## src/rtl/pos_tx_pkg.sv

```systemverilog
package pos_tx_pkg;
  localparam int BUS_W   = 32;
  localparam int OCT_B   = 8;
  localparam int LANES   = BUS_W / OCT_B;
  localparam int LIDX_W  = $clog2(LANES);

  typedef struct packed {
    logic [BUS_W-1:0]  data;
    logic [LIDX_W-1:0] last_idx;
    logic              sop;
    logic              eop;
    logic              abort;
    logic              badfcs;
  } word_t;

  localparam int WORD_W = $bits(word_t);
endpackage

```

## src/rtl/pos_par_check.sv

```systemverilog
module pos_par_check
  import pos_tx_pkg::*;
(
  input  logic             en,
  input  logic [BUS_W-1:0] data,
  input  logic             par,
  input  logic             even,
  output logic             mismatch
);
  logic ones_odd;
  assign ones_odd = ^{data, par};
  // odd sense wants ones_odd = 1, even sense wants 0
  assign mismatch = en & (ones_odd == even);
endmodule

```

## src/rtl/pos_word_pack.sv

```systemverilog
module pos_word_pack
  import pos_tx_pkg::*;
(
  input  logic              clk,
  input  logic              rst_n,
  input  logic              fire,
  input  logic [BUS_W-1:0]  data,
  input  logic              sop,
  input  logic              eop,
  input  logic [LIDX_W-1:0] mod,
  input  logic              err,
  input  logic              cfg_err_fcs,
  output word_t             word
);
  logic expect_start;

  always_ff @(posedge clk) begin
    if (!rst_n)    expect_start <= 1'b1;
    else if (fire) expect_start <= eop;
  end

  always_comb begin
    word.data     = data;
    word.last_idx = eop ? (LIDX_W'(LANES - 1) - mod) : LIDX_W'(LANES - 1);
    word.sop      = sop | expect_start;
    word.eop      = eop;
    word.abort    = eop & err & ~cfg_err_fcs;
    word.badfcs   = eop & err & cfg_err_fcs;
  end
endmodule

```

## src/rtl/pos_word_fifo.sv

```systemverilog
module pos_word_fifo #(
  parameter  int DEPTH = 8,
  parameter  int W     = 8,
  localparam int AW    = $clog2(DEPTH)
) (
  input  logic         clk,
  input  logic         rst_n,
  input  logic         wr_req,
  input  logic [W-1:0] wr_data,
  input  logic         rd_en,
  output logic [W-1:0] rd_data,
  output logic         empty,
  output logic         full,
  output logic [AW:0]  count
);
  logic [W-1:0]  mem [DEPTH];
  logic [AW-1:0] wr_ptr, rd_ptr;
  logic          do_wr, do_rd;

  assign empty   = (count == '0);
  assign full    = (count == (AW+1)'(DEPTH));
  assign do_wr   = wr_req & ~full;
  assign do_rd   = rd_en & ~empty;
  assign rd_data = mem[rd_ptr];

  function automatic logic [AW-1:0] nxt(input logic [AW-1:0] p);
    return (p == AW'(DEPTH - 1)) ? '0 : p + 1'b1;
  endfunction

  always_ff @(posedge clk) begin
    if (do_wr) mem[wr_ptr] <= wr_data;
  end

  always_ff @(posedge clk) begin
    if (!rst_n) begin
      wr_ptr <= '0;
      rd_ptr <= '0;
      count  <= '0;
    end else begin
      if (do_wr) wr_ptr <= nxt(wr_ptr);
      if (do_rd) rd_ptr <= nxt(rd_ptr);
      case ({do_wr, do_rd})
        2'b10:   count <= count + 1'b1;
        2'b01:   count <= count - 1'b1;
        default: count <= count;
      endcase
    end
  end
endmodule

```

## src/rtl/pos_octet_unpack.sv

```systemverilog
module pos_octet_unpack
  import pos_tx_pkg::*;
(
  input  logic             clk,
  input  logic             rst_n,
  input  word_t            head,
  input  logic             empty,
  input  logic             out_ready,
  output logic             pop,
  output logic             out_valid,
  output logic [OCT_B-1:0] out_data,
  output logic             out_sop,
  output logic             out_eop,
  output logic             out_abort,
  output logic             out_badfcs
);
  logic [LIDX_W-1:0] idx;
  logic [OCT_B-1:0]  lane [LANES];
  logic              last, fire;

  for (genvar g = 0; g < LANES; g++) begin : g_lane
    assign lane[g] = head.data[BUS_W-1-OCT_B*g -: OCT_B];
  end

  assign out_valid  = ~empty;
  assign out_data   = lane[idx];
  assign last       = (idx == head.last_idx);
  assign fire       = out_valid & out_ready;
  assign pop        = fire & last;
  assign out_sop    = out_valid & head.sop & (idx == '0);
  assign out_eop    = out_valid & head.eop & last;
  assign out_abort  = out_valid & head.abort & last;
  assign out_badfcs = out_valid & head.badfcs & last;

  always_ff @(posedge clk) begin
    if (!rst_n)    idx <= '0;
    else if (fire) idx <= last ? '0 : idx + 1'b1;
  end
endmodule

```

## src/rtl/pos_tx_ingress.sv

```systemverilog
module pos_tx_ingress
  import pos_tx_pkg::*;
#(
  parameter  int DEPTH = 8,
  localparam int AW    = $clog2(DEPTH),
  localparam int OCT_W = $clog2(DEPTH * LANES + 1)
) (
  input  logic              clk,
  input  logic              rst_n,
  input  logic              cfg_par_even,
  input  logic              cfg_err_fcs,
  input  logic [OCT_W-1:0]  cfg_avail_thresh,
  input  logic              in_wen_n,
  input  logic [BUS_W-1:0]  in_data,
  input  logic              in_par,
  input  logic              in_sop,
  input  logic              in_eop,
  input  logic [LIDX_W-1:0] in_mod,
  input  logic              in_err,
  output logic              pkt_avail,
  output logic              par_err_pulse,
  output logic              par_err_sticky,
  output logic              ovf_sticky,
  output logic              out_valid,
  input  logic              out_ready,
  output logic [OCT_B-1:0]  out_data,
  output logic              out_sop,
  output logic              out_eop,
  output logic              out_abort,
  output logic              out_badfcs
);
  logic       fire, mismatch, full_w, empty_w, pop_w;
  logic [AW:0] count_w;
  word_t      wr_word, head_word;
  logic [OCT_W-1:0] free_oct;

  assign fire = ~in_wen_n;

  pos_par_check u_par (
    .en(fire), .data(in_data), .par(in_par), .even(cfg_par_even),
    .mismatch(mismatch)
  );

  pos_word_pack u_pack (
    .clk(clk), .rst_n(rst_n), .fire(fire), .data(in_data), .sop(in_sop),
    .eop(in_eop), .mod(in_mod), .err(in_err), .cfg_err_fcs(cfg_err_fcs),
    .word(wr_word)
  );

  pos_word_fifo #(.DEPTH(DEPTH), .W(WORD_W)) u_fifo (
    .clk(clk), .rst_n(rst_n), .wr_req(fire), .wr_data(wr_word),
    .rd_en(pop_w), .rd_data(head_word), .empty(empty_w), .full(full_w),
    .count(count_w)
  );

  pos_octet_unpack u_unpack (
    .clk(clk), .rst_n(rst_n), .head(head_word), .empty(empty_w),
    .out_ready(out_ready), .pop(pop_w), .out_valid(out_valid),
    .out_data(out_data), .out_sop(out_sop), .out_eop(out_eop),
    .out_abort(out_abort), .out_badfcs(out_badfcs)
  );

  assign free_oct  = OCT_W'((DEPTH - int'(count_w)) * LANES);
  assign pkt_avail = (free_oct >= cfg_avail_thresh);

  always_ff @(posedge clk) begin
    if (!rst_n) begin
      par_err_pulse  <= 1'b0;
      par_err_sticky <= 1'b0;
      ovf_sticky     <= 1'b0;
    end else begin
      par_err_pulse <= mismatch;
      if (mismatch)       par_err_sticky <= 1'b1;
      if (fire && full_w) ovf_sticky     <= 1'b1;
    end
  end
endmodule

```

## config.mk

```make
export PLATFORM = sky130hd
export DESIGN_NAME = pos_tx_ingress
export DESIGN_NICKNAME = d
export VERILOG_FILES = /design/src/rtl/pos_tx_pkg.sv /design/src/rtl/pos_par_check.sv /design/src/rtl/pos_word_pack.sv /design/src/rtl/pos_word_fifo.sv /design/src/rtl/pos_octet_unpack.sv /design/src/rtl/pos_tx_ingress.sv
export SDC_FILE = /design/constraint.sdc
export NUM_CORES = 1
export LEC_CHECK = 0
export BUFFER_PORTS_ARGS = -buffer_cell sky130_fd_sc_hd__buf_4
export CAP_MARGIN = 0
export CELL_PAD_IN_SITES_DETAIL_PLACEMENT = 1
export CELL_PAD_IN_SITES_GLOBAL_PLACEMENT = 1
export CORE_MARGIN = 2
export CORE_UTILIZATION = 45
export CTS_CLUSTER_DIAMETER = 30
export DETAILED_ROUTE_END_ITERATION = 8
export GPL_TIMING_DRIVEN = 0
export MAX_ROUTING_LAYER = met4
export PLACE_DENSITY_LB_ADDON = 0.25
export SLEW_MARGIN = 20
export SYNTH_ARGS = -nofsm -noshare
export SYNTH_HDL_FRONTEND = slang
export SYNTH_SLANG_ARGS = --single-unit
```

## constraint.sdc

```tcl
create_clock -name clk -period 5.6 [get_ports clk]
set_input_delay 1.12 -clock clk [delete_from_list [all_inputs] [get_ports clk]]
set_output_delay 1.12 -clock clk [all_outputs]
set_load 0.1 [all_outputs]
```

# Word level (Yosys, flattened, before mapping)
# Memory sizes are Yosys's and may differ from the RTL's. A register that Yosys moved wholly into a read port is not among the register bits.
# Cells that the tools add are included.
[totals]
regBits = 16
ramBits = 304
input_bits = 50
out_inout_bits = 17
mem_count = 1
[memory_table]
columns = ["memory", "words", "word_bits", "rd", "rd_ports_with_merged_regs", "write_ports", "line", "rtl"]
rows = [
  ["u_fifo.mem", 8, 38, 1, 1, 1, "pos_word_fifo.sv:16", "logic [W-1:0] mem [DEPTH];"],
]
[classes]
n_addsub = 7
n_lt_le_gt_ge = 2
n_eq_ne = 7
mux = 12
bitwise = 22
n_reduce_logical = 5
[ops]
columns = ["cell", "n"]
rows = [
  ["$reduce_xor A33 Y1", 1],
  ["$and A1 B1 Y1", 16],
  ["$bmux W8 S2", 1],
  ["$mux W8", 2],
  ["$mux W3", 4],
  ["$pmux W4 S2", 1],
  ["$add A3 B1 Y3 const B", 2],
  ["$eq A3 B3 Y1 const B", 2],
  ["$ge A6 B6 Y1", 1],
  ["$add A4 B1 Y4 const B", 1],
  ["$eq A4 B4 Y1 const B", 1],
  ["$logic_not A4 Y1", 1],
  ["$mux W2", 2],
  ["$not A1 Y1", 4],
  ["$sub A4 B1 Y4 const B", 1],
  ["$sub A4 B4 Y4 const A", 1],
  ["$ge A3 B3 Y1 const B", 1],
  ["$not A2 Y3", 1],
  ["$add A2 B1 Y2 const B", 1],
  ["$eq A2 B1 Y1 const B", 1],
  ["$eq A2 B2 Y1", 1],
  ["$eq A2 B2 Y1 const B", 1],
  ["$logic_not A2 Y1", 1],
  ["$mux W1", 2],
  ["other kinds (5)", 5],
]

# Longest topological paths before layout
# Gate-level depths: netlist of run 1.
[logic_depth]
word_depth = 7
ltp_mapped = 15
mapped_depth_nobuf = 15

# Hierarchy
# From an unflattened synthesis of run 1, not the netlist that was laid out.
[hier_totals]
hier_cells = 651
hier_area_um2 = 13324.0
[modules_own_cells]
columns = ["module", "instances", "cells_each", "area_per_inst_um2", "seq_area_each_um2"]
rows = [
  ["pos_word_fifo", 1, 517, 12099.1, 9389.0],
  ["pos_octet_unpack", 1, 31, 372.9, 40.0],
  ["pos_par_check", 1, 33, 310.3, 0.0],
  ["pos_word_pack", 1, 42, 309.0, 20.0],
  ["pos_tx_ingress", 1, 28, 232.7, 60.1],
]

# Worst setup path before layout of run 1
# OpenSTA, ideal clock, no wires.
[synth_timing]
kind = "input -> register"
start = "in in_wen_n"
end = "mem u_fifo.mem[0][0] in the netlist's numbering, enable pin"
setup_ns = 0.528
arrival_time_ns = 5.114
required_ns = 5.072
slack_ns = -0.042
stages = 3
path_buffers = 1
path_cell_list = "nand2b_1 clkbuf_1 nor4_1"
[synth_via]
elab_chain_cells = 4
[synth_rtl]
columns = ["item", "line", "rtl"]
rows = [
  ["start, declared", "pos_tx_ingress.sv:13", "input logic in_wen_n,"],
  ["$not A1 Y1", "pos_tx_ingress.sv:37", "assign fire = ~in_wen_n;"],
  ["$and A1 B1 Y1", "pos_word_fifo.sv:22", "assign do_wr = wr_req & ~full;"],
  ["$mux W1", "pos_word_fifo.sv:31", "if (do_wr) mem[wr_ptr] <= wr_data;"],
  ["$mux W1 (not written as such)", "pos_word_fifo.sv:31", ""],
  ["end, declared", "pos_word_fifo.sv:16", ""],
]
# Every way passes these cells.

==> insert_results.sql, run 1 <==
INSERT INTO impl_metrics (metric_group, metric, value, unit) VALUES
('run_status', 'status', 'finished clean', ''),
('worst_setup_path', 'timing.critical_path.fanout_max', '10', ''),
('worst_setup_path', 'rr_endpoint', 'u_fifo.mem[1][25]$_DFFE_PP_', ''),
('finish', 'layout-drive-gt1-share', '37.3', '%'),
('timing', 'fin_worst_skew', '0.0322', 'ns'),
('timing', 'hold_slack', '0.468', 'ns'),
('worst_setup_path', 'worst_r2r_startpoint', 'u_fifo.count[0]$_SDFFE_PN0P_', ''),
('yosys', 'yosys-mux-area-fraction', '17.0', '%'),
('grt', 'first_global_vias', '7557', ''),
('finish', 'diodes', '0', ''),
('cts', 'tritoncts', 'built', ''),
('floorplan', 'fp-row-count', '61', ''),
('timing', 'worst_slew_margin_rel', '30.7', '%'),
('cts', 'cts_htree_levels', '2', ''),
('cts', 'clock_latency', '0.57', 'ns'),
('hold_path', 'hold_path.startpoint', 'par_err_sticky$_SDFFE_PN0P_', ''),
('finish', 'final_net_count', '843', ''),
('cts', 'post_cts.repair.setup_buffers', '0', ''),
('run', 'max_cap_violations', '0', ''),
('yosys', 'postSynth.asyncResetShare', '0', '%'),
('yosys', 'most_used_flip_flop_cell_after_synthesis', 'edfxtp_1', ''),
('timing', 'setup_tns', '0', 'ns'),
('yosys', 'synthesized_netlist_net_count', '683', ''),
('worst_setup_path', 'crit_path_launch_type', 'flip-flop', ''),
('yosys', 'yosysWarningCount', '0', ''),
('cts', 'clk_transition_reported_paths', '0.05', 'ns'),
('timing', 'timing_hold_violations_final', '0', ''),
('yosys', 'post_synth_and_or_nand_nor_area_fraction', '3.17', '%'),
('yosys', 'fraction_of_synthesized_cell_area_in_xor_and_xnor_cells', '2.88', '%'),
('finish', 'area_occupied_by_registers', '9510', 'µm²'),
('timing', 'setup-violations-final', '0', ''),
('worst_setup_path', 'critical_path_required', '4.48', 'ns'),
('placement', 'io_buffer_count', '66', ''),
('placement', 'placed_cells', '1095', ''),
('floorplan', 'chipWidth', '173', 'µm'),
('yosys', 'synth_compound_area_share', '0.776', '%'),
('floorplan', 'core_area', '28000', 'µm²'),
('timing', 'period_minus_slack', '4.79', 'ns'),
('placement', 'gpl.final_weighted_congestion', '0.739', ''),
('power', 'power_per_standard_cell_area', '437', 'nW/µm²'),
('detailed_routing', 'first_pass_iters', '5', ''),
('detailed_routing', 'viasPerCell', '5.68', ''),
('cts', 'ctsRootBufferMaster', 'clkbuf_16', ''),
('hold_path', 'min-delay-path-class', 'reg2reg', ''),
('detailed_routing', 'route.antenna.remaining_nets', '0', ''),
('hold_path', 'worstHoldPathCells', '2', ''),
('timing', 'slew_viol_final', '0', ''),
('finish', 'non_filler_instances', '1208', ''),
('cts', 'cts_hold_buffers', '0', ''),
('yosys', 'ys_ff_latch', '323', ''),
('worst_setup_path', 'setup.worst_path.class', 'reg2out', ''),
('yosys', 'synth_top_family_by_area', 'multiplexers', ''),
('floorplan', 'floorplan.initialDensity', '46.1', '%'),
('worst_setup_path', 'endpoint_kind', 'output port', ''),
('timing', 'fin_crit_sh', '85.6', '%'),
('power', 'power.ir.vdd_worst', '292', 'µV'),
('floorplan', 'die_height', '173', 'µm'),
('hold_path', 'min_delay_worst_endpoint', 'par_err_sticky$_SDFFE_PN0P_', ''),
('timing', 'rsz0062_at_grt', 'false', ''),
('yosys', 'synth_adder_area_share', '1.26', '%'),
('grt', 'grt_first_pass_wirelength', '49600', 'µm'),
('timing', 'highest_clock_frequency_the_design_can_meet', '0.209', 'GHz'),
('cts', 'cts_sinks', '323', ''),
('worst_setup_path', 'arrival', '3.67', 'ns'),
('cts', 'cts_max_path_bufs', '3', ''),
('detailed_routing', 'routed_wire_length_per_instance', '27.2', 'µm'),
('floorplan', 'floorplan.die_area', '30000', 'µm²'),
('detailed_routing', 'drtIter0Drc', '611', ''),
('yosys', 'synth_cells', '620', ''),
('timing', 'timing_worst_slew_pin_value', '1.04', 'ns'),
('worst_setup_path', 'reg2reg_setup_slack', '2.14', 'ns');
==> critical path, cell delays in order, from the launching register on <==
cell      delay [ns]
dfxtp_1         0.36
clkbuf_1        0.50
clkbuf_1        0.78
mux4_2          0.45
mux4_2          0.53
nand2_1         0.12
nand2_1         0.10
buf_4           0.24
==> Yosys cell counts, drive strengths merged, types with 2 or more instances <==
master	n	area, µm²
a21boi	5	37.5
dfxtp	19	380
nand3	3	20.0
and2	3	18.8
a21oi	5	25.0
o21ai	3	15.0
buf	13	77.6
ha	13	163
nor3	8	40.0
mux4	90	2030
nand2	41	154
clkbuf	11	41.3
nor2	11	41.3
nor4	2	12.5
nor2b	8	50.1
xnor2	31	279
nand2b	5	31.3
mux2i	16	160
inv	11	41.3
edfxtp	304	9130
xor2	8	70.1
or2	2	12.5
==> placed cells by master, fill, tap and decap left out, types with 2 or more instances in the layout <==
master	n
nor2_1	8
buf_4	84
nand2_1	41
clkinv_1	8
nand2b_1	5
a21boi_0	4
clkbuf_1	16
nor3_2	4
ha_1	13
nand3_1	2
o21ai_0	3
inv_6	4
buf_1	3
mux2i_1	16
a21oi_1	5
or2_2	2
nor3_1	4
and2_1	3
buf_6	8
inv_1	10
clkbuf_16	63
clkinv_4	2
buf_2	8
clkinv_2	8
buf_16	4
buf_12	2
nor2_4	3
edfxtp_1	304
bufinv_16	12
dfxtp_1	19
xor2_1	8
xnor2_1	30
clkinvlp_4	11
mux4_2	90
nor2b_1	8
==> per-stage QoR <==
stage	total power [W]	util [%]	area [µm²]	worst slack, ns
2_1_floorplan	0.00319	-	12900	0.845
3_3_place_gp	0.00338	49.5	13900	-2.25
3_5_place_dp	0.00342	51.0	14300	1.45
4_1_cts	0.00724	58.7	16500	0.841
5_1_grt	0.00737	58.7	16500	0.699
6_report	0.00719	58.7	16500	0.806
==> layout make-up <==
| class | instances | share of cell area (%) |
|---|---|---|
| Sequential cell | 323 | 57.8 |
| Multi-Input combinational cell | 262 | 20.0 |
| Clock buffer | 68 | 9.70 |
| Timing Repair Buffer | 97 | 5.23 |
| Clock inverter | 45 | 3.44 |
| Tap cell | 378 | 2.87 |
| Buffer | 24 | 0.723 |
| Inverter | 11 | 0.251 |
==> routing by layer <==
metal | routed length [µm] | GRT usage (%)
met1 | 13300 | 29.8
met2 | 16600 | 37.5
met3 | 2010 | 4.36
met4 | 971 | 8.26
met5 | 0 | -
==> report_power, final <==
group	switching, W	internal, W
Sequential	0.0000216	0.00270
Clock	0.00122	0.00259
Combinational	0.000430	0.000220
==> flip-flops by register name, summed over array words and instances (netlist names), named ones only <==
signal               flops
par_err_sticky           1
u_pack.expect_start      1
u_fifo.count             4
ovf_sticky               1
u_fifo.rd_ptr            3
u_fifo.mem             304
u_unpack.idx             2
par_err_pulse            1
u_fifo.wr_ptr            3
==> how the worst max path moves through the flow <==
stage | start | endpoint
detailed placement | flip-flop | out_data[6]
floorplan | in_wen_n | u_fifo.mem[1][0]$_DFFE_PP_
finish | flip-flop | out_data[5]
CTS | flip-flop | out_data[3]
global placement | in_wen_n | u_fifo.mem[1][26]$_DFFE_PP_
global route | flip-flop | out_data[7]
==> kinds of logic after synthesis <==
logic type / Yosys count
compound gates: 16
xor+xnor: 40
fa+ha+maj: 13
buf+inv: 35
flops: 323
mux: 106
simple gates: 87
Note: power is estimated with default switching activity, not from simulation.
==> run 2: changes to the inputs <==
ABC_AREA = 1   (was not set)
==> run 2 against run 1 <==
Effect of this change:
- clock power is 13% higher
- cell count increased by 46%
- maximum frequency up 9.6%
- via count grew 52%
==> insert_results.sql, run 2 <==
INSERT INTO impl_metrics (metric_group, metric, value, unit) VALUES
('grt', 'grt_max_degree', '22', ''),
('yosys', 'synthTopCellsByCount', '304 x edfxtp_1, 199 x nor2_1, 182 x nand2_1', ''),
('placement', 'io_buffer_count', '66', ''),
('cts', 'total_of_cells_resized_after_clock_tree_synthesis', '0', ''),
('yosys', 'netlist_top_cells_area', 'edfxtp_1 67%, o21ai_0 5.6%, nor2_1 5.5%', ''),
('cts', 'numCtsBuffers', '74', ''),
('yosys', 'yosysWarningCount', '0', ''),
('cts', 'cts_max_path_bufs', '3', ''),
('timing', 'period_minus_slack', '4.38', 'ns'),
('yosys', 'synthesized_netlist_net_count', '1229', ''),
('finish', 'fillerInstances', '3024', ''),
('finish', 'diodes', '0', ''),
('timing', 'highest_clock_frequency_the_design_can_meet', '0.229', 'GHz'),
('grt', 'antenna_found_initial', '0', ''),
('finish', 'layout-drive-gt1-share', '18.0', '%'),
('grt', 'global_route.usage.met1', '35.4', '%'),
('detailed_routing', 'routed_wire_length_per_instance', '25.3', 'µm'),
('floorplan', 'chipWidth', '178', 'µm'),
('placement', 'dp_hpwl', '27500', 'µm'),
('floorplan', 'ios', '67', ''),
('yosys', 'mappedNetlistArea', '13700', 'µm²'),
('detailed_routing', 'wirelength', '44700', 'µm'),
('run', 'max_cap_violations', '0', ''),
('detailed_routing', 'route.antenna.remaining_nets', '0', ''),
('yosys', 'most_used_flip_flop_cell_after_synthesis', 'edfxtp_1', ''),
('yosys', 'synth_enable_flop_cells', '304', ''),
('power', 'power.ir.vdd_worst', '542', 'µV'),
('timing', 'rsz0062_at_grt', 'false', ''),
('cts', 'ctsRootBufferMaster', 'clkbuf_16', ''),
('floorplan', 'die_height', '178', 'µm'),
('finish', 'total_area_of_multi_input_combinational_cells', '3640', 'µm²'),
('finish', 'final_net_count', '1386', ''),
('timing', 'setup-violations-final', '0', ''),
('grt', 'grt_first_pass_wirelength', '66500', 'µm'),
('worst_setup_path', 'arrival', '3.26', 'ns'),
('cts', 'clk_transition_reported_paths', '0.04', 'ns'),
('finish', 'final_cell_mix', '304 x edfxtp_1, 191 x nor2_1, 182 x nand2_1', ''),
('floorplan', 'floorplan.die_area', '31800', 'µm²'),
('cts', 'cts_hold_buffers', '0', ''),
('floorplan', 'fp-row-count', '63', ''),
('worst_setup_path', 'critical_path_required', '4.48', 'ns'),
('timing', 'setup_tns', '0', 'ns'),
('cts', 'cts_htree_levels', '3', ''),
('cts', 'cts_sinks', '323', ''),
('worst_setup_path', 'reg2reg_setup_slack', '2.57', 'ns'),
('worst_setup_path', 'timing.critical_path.fanout_max', '10', ''),
('yosys', 'synth.most_common_cell', 'edfxtp_1', ''),
('timing', 'timing_worst_slew_pin_value', '0.790', 'ns'),
('cts', 'post_cts.repair.setup_buffers', '0', ''),
('worst_setup_path', 'crit_path_launch_type', 'flip-flop', ''),
('finish', 'layout.cells.most_common', 'edfxtp_1', ''),
('floorplan', 'core_area', '29800', 'µm²'),
('floorplan', 'floorplan.initialDensity', '45.9', '%'),
('detailed_routing', 'drc', '0', ''),
('grt', 'grt_use_met2', '49.9', '%'),
('grt', 'first_global_vias', '11300', ''),
('yosys', 'post-synth-top-area-cell', 'edfxtp_1', ''),
('worst_setup_path', 'endpoint_kind', 'output port', ''),
('detailed_routing', 'drtIter0Drc', '957', ''),
('grt', 'grt.busiest_layer', 'met2', ''),
('grt', 'global_route.overflow_total', '0', ''),
('yosys', 'ys_ff_latch', '323', ''),
('timing', 'final_critical_path_setup_slack', '1.22', 'ns'),
('timing', 'hold_slack', '0.482', 'ns'),
('detailed_routing', 'first_pass_iters', '7', ''),
('worst_setup_path', 'r2r_depth', '18', ''),
('hold_path', 'min-delay-path-class', 'reg2reg', ''),
('placement', 'gpl.final_weighted_congestion', '0.795', ''),
('finish', 'area_growth', '28.5', '%'),
('yosys', 'post_synth.cell_area_avg', '11.7', 'µm²'),
('cts', 'clock_latency', '0.57', 'ns'),
('grt', 'grtUsageMet3', '5.07', '%'),
('timing', 'timing_hold_violations_final', '0', ''),
('grt', 'groute.usage.overall', '29.6', '%'),
('finish', 'largest-register', 'u_fifo.mem', ''),
('timing', 'slew_viol_final', '0', ''),
('yosys', 'synth_cells', '1166', ''),
('yosys', 'yosys.area.top_type_share', '66.8', '%'),
('worst_setup_path', 'rr_endpoint', 'u_fifo.count[3]$_SDFFE_PN0P_', ''),
('yosys', 'synth_seq_area_share', '69.6', '%'),
('power', 'power_per_standard_cell_area', '554', 'nW/µm²'),
('yosys', 'postSynth.asyncResetShare', '0', '%'),
('timing', 'fin_worst_skew', '0.0283', 'ns'),
('timing', 'worst_slew_margin_rel', '47.2', '%'),
('placement', 'detailedPlace.worstSlack', '1.95', 'ns'),
('finish', 'largest_register_ffs', '304', ''),
('worst_setup_path', 'worstSetupEndpoint', 'out_data[1]', ''),
('detailed_routing', 'vias', '10500', ''),
('detailed_routing', 'viasPerCell', '5.91', ''),
('finish', 'area_occupied_by_registers', '9510', 'µm²'),
('yosys', 'yosys.cell_types.count', '33', ''),
('run_status', 'status', 'finished clean', ''),
('worst_setup_path', 'setup.worst_path.class', 'reg2out', ''),
('finish', 'layout_top_registers', 'u_fifo.mem x304, u_fifo.count x4', ''),
('power', 'p_leak', '6.61', 'nW'),
('cts', 'tritoncts', 'built', ''),
('timing', 'fin_crit_sh', '78.1', '%');
run 2: worst min path at each step:
stage	start	endpoint	slack, ns	cells past startpoint
floorplan	u_pack.expect_start$_SDFFE_PN1N_	u_pack.expect_start$_SDFFE_PN1N_	0.43	2
global placement	par_err_sticky$_SDFFE_PN0P_	par_err_sticky$_SDFFE_PN0P_	0.43	2
detailed placement	par_err_sticky$_SDFFE_PN0P_	par_err_sticky$_SDFFE_PN0P_	0.45	2
CTS	par_err_sticky$_SDFFE_PN0P_	par_err_sticky$_SDFFE_PN0P_	0.48	2
global route	par_err_sticky$_SDFFE_PN0P_	par_err_sticky$_SDFFE_PN0P_	0.50	2
finish	par_err_sticky$_SDFFE_PN0P_	par_err_sticky$_SDFFE_PN0P_	0.48	2
run 2: layout make-up:
| cell class | count | share of cell area [%] |
|---|---|---|
| flip-flops and latches | 323 | 54.1 |
| multi-input cells | 721 | 20.7 |
| clock buffers | 88 | 11.1 |
| repair buffers | 81 | 4.96 |
| clock inverters | 44 | 2.96 |
| well taps | 390 | 2.78 |
| plain buffers | 62 | 2.02 |
| inverters | 60 | 1.31 |
run 2: worst max-delay path, cell delays in order, from the launching register on:
cell,delay (ns)
dfxtp_1,0.39
inv_2,0.18
buf_6,0.21
clkbuf_1,0.49
o21ai_0,0.19
o221ai_1,0.22
nand3_1,0.12
nand2_1,0.19
nor2_1,0.09
a21oi_1,0.26
buf_4,0.35
run 2: cells by family (layout without fill, tap and decap cells):
logic type                 after synthesis  in the layout  synth area share [%]
and+or+nand+nor                        425            425                  12.2
DFF                                    323            323                  69.6
AOI/OAI and AO/OA                      269            269                  11.7
buffers and inverters                  122            335                  4.28
xor gates and xnor gates                14             14                  1.01
adders and majority gates               13             13                  1.19
run 2: layer usage:
metal | up-vias | routed length (µm)
met5 | - | 0
met4 | 0 | 1410
met3 | 126 | 3150
met2 | 466 | 22700
met1 | 5330 | 17500
li1 | 4541 | -
run 2: metrics by stage:
stage | utilization (%) | total power (W) | cells | instance area [µm²]
final | 59.0 | 0.00973 | 1769 | 17600
after global routing | 59.0 | 0.0100 | 1769 | 17600
after CTS | 59.0 | 0.00973 | 1769 | 17600
after detailed placement | 50.7 | 0.00539 | 1637 | 15100
after global placement | 49.2 | 0.00529 | 1622 | 14700
after floorplan | - | 0.00453 | 1166 | 13700
run 2: report_power, final:
group | switching [W] | internal (W) | leakage [nW]
combinational | 0.00198 | 0.000647 | 2.51
clock | 0.00137 | 0.00293 | 1.20
sequential | 0.0000547 | 0.00276 | 2.91
total | 0.00340 | 0.00634 | 6.61
==> run 3: changes to the inputs <==
clock period = 3.7 ns   (was 5.6 ns; I/O delays follow)
==> run 3 against run 2 <==
Effect of this change:
- sequential share of layout area increased by 0.54 points
- clock-buffer cell count increased by 3
- critical endpoint is now out_data[2]
- first-iteration DRC count increased by 14%
- sequential power increased by 52%
- design area decreased by 0.98%
- cell count about the same
- flip-flop and latch count unchanged
- hold slack got worse by 0.054 ns
- via count decreased by 1.5%
- global-route usage decreased by 0.58 points
- critical path depth decreased by 3
==> insert_results.sql, run 3 (synthesized netlist as in run 2, its figures left out) <==
INSERT INTO impl_metrics (metric_group, metric, value, unit) VALUES
('worst_setup_path', 'timing.critical_path.buf_inv', '3', ''),
('detailed_routing', 'first_pass_iters', '5', ''),
('power', 'power_per_standard_cell_area', '807', 'nW/µm²'),
('floorplan', 'chipWidth', '178', 'µm'),
('placement', 'dp_hpwl', '27700', 'µm'),
('hold_path', 'min-delay-path-class', 'in2reg', ''),
('power', 'p_leak', '6.52', 'nW'),
('detailed_routing', 'routed_wire_length_per_instance', '24.6', 'µm'),
('finish', 'fillerInstances', '3011', ''),
('timing', 'hold_slack', '0.428', 'ns'),
('power', 'power_switching_share', '36.2', '%'),
('grt', 'grt_first_pass_wirelength', '65600', 'µm'),
('power', 'power.share.sequential', '30.3', '%'),
('cts', 'numCtsBuffers', '72', ''),
('detailed_routing', 'viasPerCell', '5.83', ''),
('floorplan', 'die_height', '178', 'µm'),
('finish', 'diodes', '0', ''),
('finish', 'layout.cells.most_common', 'edfxtp_1', ''),
('timing', 'fin_worst_skew', '0.0334', 'ns'),
('power', 'cellInternalPower', '0.00895', 'W'),
('power', 'power.ir.vdd_worst', '1000', 'µV'),
('worst_setup_path', 'worst_path_dominant_cell_family', 'buffers and inverters', ''),
('worst_setup_path', 'reg2reg_setup_slack', '0.80', 'ns'),
('cts', 'cts_sinks', '323', ''),
('floorplan', 'fp-row-count', '63', ''),
('timing', 'fin_crit_sh', '99.9', '%'),
('finish', 'final_net_count', '1385', ''),
('timing', 'slew_viol_final', '0', ''),
('finish', 'largest-register', 'u_fifo.mem', ''),
('cts', 'cts_max_path_bufs', '3', ''),
('worst_setup_path', 'setup.worst_path.class', 'reg2out', ''),
('floorplan', 'ios', '67', ''),
('power', 'power.switching', '0.00508', 'W'),
('power', 'report.power.total', '0.0140', 'W'),
('timing', 'timing_hold_violations_final', '0', ''),
('placement', 'gpl.final_weighted_congestion', '0.804', ''),
('cts', 'cts_htree_levels', '3', ''),
('worst_setup_path', 'slowest_delay', '0.65', 'ns'),
('detailed_routing', 'drc', '0', ''),
('timing', 'final_critical_path_setup_slack', '0.00249', 'ns'),
('finish', 'largest_register_ffs', '304', ''),
('detailed_routing', 'wirelength', '43500', 'µm'),
('grt', 'global_route.overflow_total', '0', ''),
('worst_setup_path', 'timing.critical_path.slowest_stage_cell', 'clkbuf_1', ''),
('run', 'max_cap_violations', '0', ''),
('timing', 'highest_clock_frequency_the_design_can_meet', '0.270', 'GHz'),
('worst_setup_path', 'timing.critical_path.fanout_max', '10', ''),
('finish', 'layout-drive-gt1-share', '18.8', '%'),
('grt', 'groute.usage.overall', '29.0', '%'),
('floorplan', 'core_area', '29800', 'µm²'),
('timing', 'setup-violations-final', '0', ''),
('grt', 'antenna_found_initial', '0', ''),
('worst_setup_path', 'crit_path_launch_type', 'flip-flop', ''),
('floorplan', 'floorplan.die_area', '31800', 'µm²'),
('timing', 'period_minus_slack', '3.70', 'ns'),
('grt', 'grt_max_degree', '20', ''),
('finish', 'area_growth', '27.3', '%'),
('power', 'pwr-share-comb', '28.7', '%'),
('cts', 'cts_hold_buffers', '0', ''),
('cts', 'clk_transition_reported_paths', '0.05', 'ns'),
('finish', 'layout_top_registers', 'u_fifo.mem x304, u_fifo.count x4', ''),
('cts', 'ctsRootBufferMaster', 'clkbuf_16', ''),
('cts', 'clock_latency', '0.57', 'ns'),
('placement', 'io_buffer_count', '66', ''),
('detailed_routing', 'vias', '10300', ''),
('worst_setup_path', 'critical_path_required', '2.96', 'ns'),
('grt', 'first_global_vias', '11000', ''),
('cts', 'post_cts.repair.setup_buffers', '0', ''),
('worst_setup_path', 'endpoint_kind', 'output port', ''),
('timing', 'rsz0062_at_grt', 'false', ''),
('cts', 'tritoncts', 'built', ''),
('detailed_routing', 'drtIter0Drc', '1088', ''),
('run_status', 'status', 'finished clean', ''),
('placement', 'detailedPlace.worstSlack', '0.350', 'ns'),
('finish', 'total_area_of_multi_input_combinational_cells', '3660', 'µm²'),
('timing', 'timing_worst_slew_pin_value', '0.827', 'ns'),
('worst_setup_path', 'arrival', '2.96', 'ns'),
('detailed_routing', 'route.antenna.remaining_nets', '0', ''),
('worst_setup_path', 'path_cells', 'inv_1 -> clkbuf_1 -> nand3_1 -> o21ai_1 -> nor2_1 -> a21oi_1 -> buf_6', ''),
('floorplan', 'floorplan.initialDensity', '45.9', '%'),
('finish', 'area_occupied_by_registers', '9510', 'µm²'),
('finish', 'final_cell_mix', '304 x edfxtp_1, 191 x nor2_1, 182 x nand2_1', ''),
('timing', 'worst_slew_margin_rel', '44.9', '%'),
('power', 'clkPwrFrac', '41.0', '%');
-- run 3: cell types whose count changed in the layout (fill, tap and decap cells not counted), sizes merged --
cell	previous run	this run
bufinv	10	1
clkbuf	108	112
clkinv	30	26
clkinvlp	2	8
inv	62	66
-- run 3: worst reg2reg max path: stages (launching register included) --
cell and delay (ns):
dfxtp_1 0.40, inv_1 0.11, ha_1 0.25, nand3_1 0.31, nand2_1 0.15, inv_1 0.16, nand3_2 0.16, inv_1 0.12
ha_1 0.26, nand2_1 0.09, inv_1 0.07, nor2_1 0.05, ha_1 0.17, a21oi_1 0.17, xnor2_1 0.10, o21ai_0 0.14
inv_1 0.05
-- run 3: cell type report --
class	count	area share (%)
Buffer	62	2.15
Clock buffer	91	11.0
Clock inverter	41	1.76
Inverter	60	1.32
Multi-Input combinational cell	721	21.1
Sequential cell	323	54.7
Tap cell	390	2.81
Timing Repair Buffer	82	5.23
-- run 3: final timing paths --
| check | start | to | cells after the start |
|---|---|---|---|
| worst max-delay path | u_unpack.idx[0]$_SDFFE_PN0P_ | out_data[2] | 7 |
| worst min-delay path | in_data[8] | u_fifo.mem[4][14]$_DFFE_PP_ | 1 |
| worst max register to register | u_fifo.count[0]$_SDFFE_PN0P_ | u_fifo.count[2]$_SDFFE_PN0P_ | 16 |
| worst min register to register | par_err_sticky$_SDFFE_PN0P_ | par_err_sticky$_SDFFE_PN0P_ | 2 |
-- run 3: through the flow --
| step | util [%] | instance area, µm² | setup TNS [ns] | instances |
|---|---|---|---|---|
| after global routing | 58.4 | 17400 | 0 | 1770 |
| after detailed placement | 50.7 | 15100 | 0 | 1638 |
| final | 58.4 | 17400 | 0 | 1770 |
| after CTS | 58.3 | 17400 | 0 | 1770 |
| after floorplan | - | 13700 | 0 | 1166 |
| after global placement | 49.2 | 14700 | -427.03 | 1622 |
-- run 3: per-layer routing --
| metal | GRT usage [%] | vias to the layer above | share of wire [%] |
|---|---|---|---|
| li1 | - | 4537 | - |
| met1 | 36.8 | 5194 | 41 |
| met2 | 46.7 | 480 | 49 |
| met3 | 5.03 | 100 | 7.0 |
| met4 | 11.6 | 0 | 2.8 |
| met5 | - | - | 0 |
-- run 3: power by group through the flow --
stage	combinational, W	sequential (W)	clock (W)
after global routing	0.00424	0.00427	0.00598
after detailed placement	0.00385	0.00431	0
after floorplan	0.00254	0.00433	0
after CTS	0.00395	0.00425	0.00579
after global placement	0.00369	0.00432	0
final	0.00402	0.00426	0.00575
-- run 3: timing repair --
action	CTS	global route
cloned	0	0
resized for setup	9	18
setup endpoints to repair	7	8
